<file path="config.mk">
export PLATFORM = sky130hd
export DESIGN_NAME = incdec_exec
export DESIGN_NICKNAME = d
export VERILOG_FILES = /design/src/rtl/incdec_exec.sv
export SDC_FILE = /design/constraint.sdc
export NUM_CORES = 1
export LEC_CHECK = 0
export BUFFER_PORTS_ARGS = -buffer_cell sky130_fd_sc_hd__buf_2
export CORE_UTILIZATION = 38
export CTS_BUF_LIST = sky130_fd_sc_hd__clkbuf_16
export CTS_CLUSTER_SIZE = 16
export DETAILED_ROUTE_END_ITERATION = 10
export PLACE_DENSITY_LB_ADDON = 0.3
export SLEW_MARGIN = 25
export SYNTH_ARGS = -nofsm -noshare
export SYNTH_HDL_FRONTEND = slang
export SYNTH_SLANG_ARGS = --single-unit
</file>
<file path="constraint.sdc">
create_clock -name clk -period 1.95 [get_ports clk]
set_input_delay 0.0975 -clock clk [delete_from_list [all_inputs] [get_ports clk]]
set_output_delay 0.0975 -clock clk [all_outputs]
set_load 0.1 [all_outputs]
</file>
<file path="src/rtl/incdec_exec.sv">
module incdec_exec #(
  parameter int DATA_W   = 8,
  parameter int ADDR_W   = 5,
  parameter int OP_W     = 3,
  parameter int ZERO_BIT = 2
) (
  input  logic              clk,
  input  logic              rst,
  input  logic              op_valid,
  input  logic [OP_W-1:0]   op_code,
  input  logic [ADDR_W-1:0] op_addr,
  input  logic              op_dst,
  input  logic [DATA_W-1:0] op_lit,
  output logic [ADDR_W-1:0] rf_raddr,
  input  logic [DATA_W-1:0] rf_rdata,
  output logic              rf_we,
  output logic [ADDR_W-1:0] rf_waddr,
  output logic [DATA_W-1:0] rf_wdata,
  output logic [DATA_W-1:0] w_out,
  output logic [DATA_W-1:0] status_out,
  output logic              skip_req
);

  localparam logic [OP_W-1:0] OP_INC   = OP_W'(1);
  localparam logic [OP_W-1:0] OP_DEC   = OP_W'(2);
  localparam logic [OP_W-1:0] OP_INCSZ = OP_W'(3);
  localparam logic [OP_W-1:0] OP_DECSZ = OP_W'(4);
  localparam logic [OP_W-1:0] OP_ORL   = OP_W'(5);

  logic [DATA_W-1:0] w_q, st_q;
  logic [DATA_W-1:0] step_res, res;
  logic go, up, down, skip_kind, or_kind, stepping, w_ld, z_ld;

  assign go        = op_valid & ~rst;
  assign up        = (op_code == OP_INC) | (op_code == OP_INCSZ);
  assign down      = (op_code == OP_DEC) | (op_code == OP_DECSZ);
  assign skip_kind = (op_code == OP_INCSZ) | (op_code == OP_DECSZ);
  assign or_kind   = (op_code == OP_ORL);
  assign stepping  = up | down;

  assign step_res = up ? rf_rdata + DATA_W'(1) : rf_rdata - DATA_W'(1);
  assign res      = or_kind ? (w_q | op_lit) : step_res;

  assign rf_raddr = op_addr;
  assign rf_waddr = op_addr;
  assign rf_wdata = step_res;
  assign rf_we    = go & stepping & op_dst;
  assign skip_req = go & skip_kind & (step_res == '0);

  assign w_ld = go & ((stepping & ~op_dst) | or_kind);
  assign z_ld = go & (or_kind | (stepping & ~skip_kind));

  always_ff @(posedge clk) begin
    if (rst) begin
      w_q  <= '0;
      st_q <= '0;
    end else begin
      if (w_ld) w_q <= res;
      if (z_ld) st_q[ZERO_BIT] <= (res == '0);
    end
  end

  assign w_out      = w_q;
  assign status_out = st_q;

endmodule

</file>
==> metrics.yaml, run 1 <==
run_status:
  status: "finished with violations"
  violations: "negative setup slack"
critical_path:
  crit_top_cell: "or4_4"
  slowest_delay_ns: 0.53
  startpoint_type: "primary input"
  crit_slowest_cell: "or4_4"
  crit_path_end_kind: "output port"
  path_cells: "buf_6, nor2b_4, xnor2_2, ha_2, or4_4, nand2_4, xnor2_4, or4_4, nor4_4, buf_12"
  arrival_ns: 2.17
  critPathMaxFanout: 2
  cp_data_required_time_ns: 1.85
  critPathKind: "in2out"
grt:
  grt_max_degree: 13
  grt_usage: 0.222
  grt_pass1_wl_um: 4690
  antenna_found_initial: 0
  grt_overflow_total: 0
  grt_pass1_vias: 1091
die:
  die-height_um: 53.5
  coreArea_um2: 2500
  die_w_um: 53.5
  dieArea_um2: 2860
  start_util: 0.403
  rows: 18
  ios: 64
final_layout:
  areaGrowthSynthToFinish_pct: 63.9
  drive_above_1_share: 0.472
  diodes: 0
  finish.net_count: 224
  fillers: 215
clocking:
  h-tree-depth: 1
  cts_tree: "done"
  root_buffer: "clkbuf_16"
  clk_path_buf_depth: 2
  cts_buffers: 3
  clock_latency_ns: 0.23
  cts_sinks: 9
  cts_hold_repair.buffers: 0
yosys:
  syn_inst: 138
  synth_top_area_cell: "dfxtp_1"
  syn_area_um2: 1010
  yosysWarnings: 0
  synth_top_area_share: 0.179
  async_flop_share: 0
  synth_edf_count: 0
  ys_top_cells_by_count: "nor2_1 (20), buf_4 (17), dfxtp_1 (9)"
  synth_seq_area_share: 0.179
  postSynthAreaPerCell_um2: 7.31
  synth-main-ff-cell: "dfxtp_1"
  ys_types: 43
  yosysMostFrequentCell: "nor2_1"
  synth_seq_cells: 9
  synth_area_leaders: "dfxtp_1 (18%), buf_4 (13%), nor2_1 (7.4%), nand3b_1 (5.2%), or3_1 (3.7%)"
timing:
  clock_skew_ns: 0.00149
  setup_viol: 2
  fmax_mhz: 440
  setup-tns-final_ns: -0.406
  fin_ws_ns: -0.321
  holdWs_ns: 0.195
  finalHoldViolations: 0
  post-route-min-period_ns: 2.27
  finalCritPeriodShare: 1.16
  rsz0062_at_grt: "true"
  drv_slew: 0
place:
  place_ws_ns: -0.487
  port-buffer-count: 41
  dp_hpwl_um: 2320
  routabilityCongestion: 0.837
route:
  drt-initial-drc-count: 11
  route.detailed.drc: 0
  final_antenna_net_count: 0
  dr.pass1.iters: 4
  wirelength_um: 2920
  vias: 1158
  avgViaCountPerCell: 5.19
  wl_per_cell_um: 13.1
power:
  p_leak_nw: 0.765
  powerDensity_nw_per_um2: 668
  p_total_mw: 1.10
  ir_drop_uv: 817
min_path:
  hp-class: "in2out"
flow_run:
  cap_viol_max_count: 0
## final cells by class
cell class	count	area [µm²]	area share
Multi-Input combinational cell	109	822	0.497
Timing Repair Buffer	68	523	0.316
Sequential cell	9	180	0.109
Clock buffer	3	75.1	0.0454
Tap cell	30	37.5	0.0227
Inverter	3	11.3	0.00681
Clock inverter	1	3.75	0.00227
## critical path: cells and delay by family
| kind | cells | cell delay (ns) |
|---|---|---|
| fa+ha+maj | 1 | 0.19 |
| xor+xnor | 2 | 0.20 |
| simple gates | 5 | 1.37 |
| buf+inv | 2 | 0.30 |
## cell usage in the layout (no fill, tap or decap), types with 2 or more instances in the layout
| cell | n |
|---|---|
| nor3_1 | 4 |
| nand2_1 | 5 |
| nand2b_1 | 2 |
| buf_4 | 26 |
| mux2i_1 | 2 |
| or4_4 | 2 |
| conb_1 | 7 |
| buf_12 | 7 |
| nor2b_1 | 2 |
| xor2_4 | 3 |
| nand4_1 | 4 |
| buf_6 | 2 |
| o21ai_0 | 6 |
| clkbuf_16 | 3 |
| or3_1 | 6 |
| buf_2 | 33 |
| inv_1 | 4 |
| mux2_2 | 2 |
| o21a_1 | 2 |
| o22ai_1 | 4 |
| nand3b_1 | 7 |
| xnor2_4 | 2 |
| nand3_1 | 3 |
| dfxtp_1 | 9 |
| nor4_1 | 2 |
| nor2_1 | 20 |
## report_power, final
group	switching (mW)	internal (mW)	leakage, nW	total [mW]
clock	0.0906	0.268	0.0423	0.359
sequential	0.00610	0.194	0.0733	0.200
combinational	0.371	0.175	0.650	0.546
## final timing paths
path	start	to	slack, ns	depth (start not counted)
setup / recovery	op_code[0]	skip_req	-0.32	10
setup reg to reg	w_out[3]$_SDFFE_PP0P_	status_out[2]$_SDFFE_PP0P_	0.66	4
hold / removal	op_addr[0]	rf_waddr[0]	0.20	0
hold reg to reg	w_out[4]$_SDFFE_PP0P_	w_out[4]$_SDFFE_PP0P_	0.51	2
## sequential cells by signal, summed over array words and instances (netlist names)
signal      flops
status_out      1
w_out           8
## stage by stage
step	util	area [µm²]	cells
2_1_floorplan	-	1150	144
3_3_place_gp	0.614	1540	218
6_report	0.661	1650	223
4_1_cts	0.653	1630	222
3_5_place_dp	0.614	1540	218
5_1_grt	0.661	1650	223
## routing by layer
layer	GRT usage	vias to the layer above	wire length, µm
met5	0	-	0
met3	0.0575	6	128
met4	0.0614	0	26
li1	-	574	-
met2	0.373	35	1550
met1	0.276	543	1220
## timing repair
action                                  in CTS  in global routing
endpoints found under the setup margin       2                  3
resized for setup                            4                  3
setup buffers                                0                  1
endpoints found under the hold margin        0                  0
pin swaps                                    1                  1
## kinds of logic after synthesis
group                    after synthesis  share of synthesized area
multiplexers                           5                     0.0521
flip-flops                             9                      0.179
XOR/XNOR                               7                     0.0608
buffers and inverters                 26                      0.167
adder cells (fa/ha/maj)                2                     0.0248
AND/OR/NAND/NOR                       67                      0.378
AO/OA/AOI/OAI                         21                      0.134
other                                  1                    0.00372
(Power assumes the default switching activity.)
==> run 2, diff against run 1 <==
--- a/config.mk
+++ b/config.mk
@@ -5,11 +5,12 @@
 export SDC_FILE = /design/constraint.sdc
 export NUM_CORES = 1
 export LEC_CHECK = 0
-export BUFFER_PORTS_ARGS = -buffer_cell sky130_fd_sc_hd__buf_2
-export CORE_UTILIZATION = 38
+export CORE_UTILIZATION = 45
 export CTS_BUF_LIST = sky130_fd_sc_hd__clkbuf_16
 export CTS_CLUSTER_SIZE = 16
 export DETAILED_ROUTE_END_ITERATION = 10
+export DONT_BUFFER_PORTS = 1
+export GPL_TIMING_DRIVEN = 0
 export PLACE_DENSITY_LB_ADDON = 0.3
 export SLEW_MARGIN = 25
 export SYNTH_ARGS = -nofsm -noshare
==> constraint.sdc (replaced) <==
create_clock -name clk -period 2.49 [get_ports clk]
set_input_delay 0.1245 -clock clk [delete_from_list [all_inputs] [get_ports clk]]
set_output_delay 0.1245 -clock clk [all_outputs]
set_load 0.1 [all_outputs]
==> run 2 against run 1 <==
Compared with the run above: the run still ends with negative setup slack left; sequential power increased by 4%; combinational power shrank 35%; clock skew down 0.00069 ns; critical endpoint unchanged; largest power group unchanged.
==> metrics.yaml, run 2 (synthesized netlist as in run 1, its figures left out) <==
final_layout:
  regArea_um2: 180
  finish.net_count: 185
  final_cell_mix: "buf_4 (22), nor2_1 (19), dfxtp_1 (9)"
  final_cells: 181
  areaGrowthSynthToFinish_pct: 33.5
  multiInputGateArea_um2: 828
  largest_reg_flops: 8
  diodes: 0
  drive_above_1_share: 0.292
  fillers: 185
  final_common_cell: "buf_4"
timing:
  drv_slew: 0
  holdWs_ns: 0.0914
  slew_headroom: 0.274
  post-route-min-period_ns: 2.65
  fin_ws_ns: -0.161
  tightest_slew_ns: 1.09
  finalCritPeriodShare: 1.06
  rsz0062_at_grt: "true"
  clock_skew_ns: 0.000802
  setup_viol: 1
  finalHoldViolations: 0
  fmax_mhz: 377
grt:
  antenna_found_initial: 0
  grt_usage: 0.215
  grt_pass1_vias: 941
  grt_overflow_total: 0
  grt_pass1_wl_um: 4050
  grt_max_degree: 11
run_status:
  violations: "negative setup slack"
  status: "finished with violations"
clocking:
  clk_path_buf_depth: 2
  cts_tree: "done"
  cts_sinks: 9
  clock_latency_ns: 0.23
  cts_buffers: 3
  root_buffer: "clkbuf_16"
  clk_pin_slew_ns: 0.04
  h-tree-depth: 1
die:
  rows: 16
  die-height_um: 49.3
  start_util: 0.494
  die_w_um: 49.3
  coreArea_um2: 2040
  dieArea_um2: 2430
  ios: 64
power:
  power.switching_uw: 396
  ir_drop_uv: 703
  powerDensity_nw_per_um2: 624
  switching_share: 0.471
  p_int_uw: 444
  clkPwrFrac: 0.329
  p_comb_frac: 0.423
  pwr-share-seq: 0.248
  p_leak_nw: 0.548
route:
  route.detailed.drc: 0
  drt-initial-drc-count: 22
  wirelength_um: 2580
  dr.pass1.iters: 4
  vias: 1026
  final_antenna_net_count: 0
  avgViaCountPerCell: 5.67
  wl_per_cell_um: 14.2
place:
  routabilityCongestion: 0.797
  dp.cells: 172
  port-buffer-count: 0
  place_ws_ns: -0.429
  dp_hpwl_um: 2020
critical_path:
  critPathMaxFanout: 2
  critPathKind: "in2out"
  crit_path_end_kind: "output port"
  reg2reg_setup_slack_ns: 0.78
  cp_data_required_time_ns: 2.37
  arrival_ns: 2.53
  crit_slowest_cell: "or4_4"
  slowest_delay_ns: 0.55
  path_cells: "buf_8, nor2b_4, xnor2_2, ha_4, or4_4, nand2_4, xnor2_4, or4_4, nor4_4, buf_8"
  startpoint_type: "primary input"
min_path:
  hp-class: "in2reg"
flow_run:
  cap_viol_max_count: 0
-- run 2: cell count changes in the layout (fill, tap and decap cells not counted), sizes merged --
cell	previous run	this run
buf	68	25
clkbuf	3	7
-- run 2: worst paths after layout --
| kind | start | endpoint | depth (start not counted) |
|---|---|---|---|
| worst max-delay path | op_code[0] | skip_req | 10 |
| worst min-delay path | op_valid | status_out[2]$_SDFFE_PP0P_ | 3 |
| worst max register to register | w_out[3]$_SDFFE_PP0P_ | status_out[2]$_SDFFE_PP0P_ | 4 |
| worst min register to register | status_out[2]$_SDFFE_PP0P_ | status_out[2]$_SDFFE_PP0P_ | 2 |
-- run 2: what timing repair did --
action,CTS,global route
cloned,0,0
resized for setup,3,2
hold buffers,0,0
setup endpoints to repair,1,1
buffers inserted,5,0
pin swaps,7,3
-- run 2: power by group through the flow --
stage          clock network, mW  logic [mW]  registers, mW
3_5_place_dp                   0       0.342          0.210
5_1_grt                    0.291       0.369          0.209
3_3_place_gp                   0       0.335          0.210
6_report                   0.277       0.355          0.208
2_1_floorplan                  0       0.319          0.209
4_1_cts                    0.279       0.351          0.208
-- run 2: final cells by class --
cell class	count	area share
clock buffer	3	0.0558
buffer	23	0.120
tap	27	0.0251
clock inverter	1	0.00279
timing repair buffer	6	0.0390
sequential	9	0.134
inverter	3	0.00836
multi-input combinational	109	0.615
-- run 2: per-layer routing --
metal / global-route usage / up-vias / wire length, µm
met1: 0.231 / 458 / 984
met5: 0 / - / 0
met4: 0.0588 / 0 / 49
li1: - / 500 / -
met2: 0.384 / 62 / 1250
met3: 0.0872 / 6 / 292
-- run 2: worst max-delay path: cells and delay by family --
family / cells / cell delay, ns
fa+ha+maj: 1 / 0.17
simple gates: 5 / 1.49
buf+inv: 2 / 0.33
xor+xnor: 2 / 0.41
-- run 2: per-stage QoR --
step / area [µm²] / setup TNS (ns) / power, mW / utilization
2_1_floorplan: 1110 / -1.45 / 0.528 / -
3_3_place_gp: 1140 / -1.90 / 0.545 / 0.560
3_5_place_dp: 1200 / -0.429 / 0.552 / 0.588
5_1_grt: 1350 / -0.198 / 0.869 / 0.659
4_1_cts: 1340 / -0.271 / 0.838 / 0.654
6_report: 1350 / -0.161 / 0.840 / 0.659
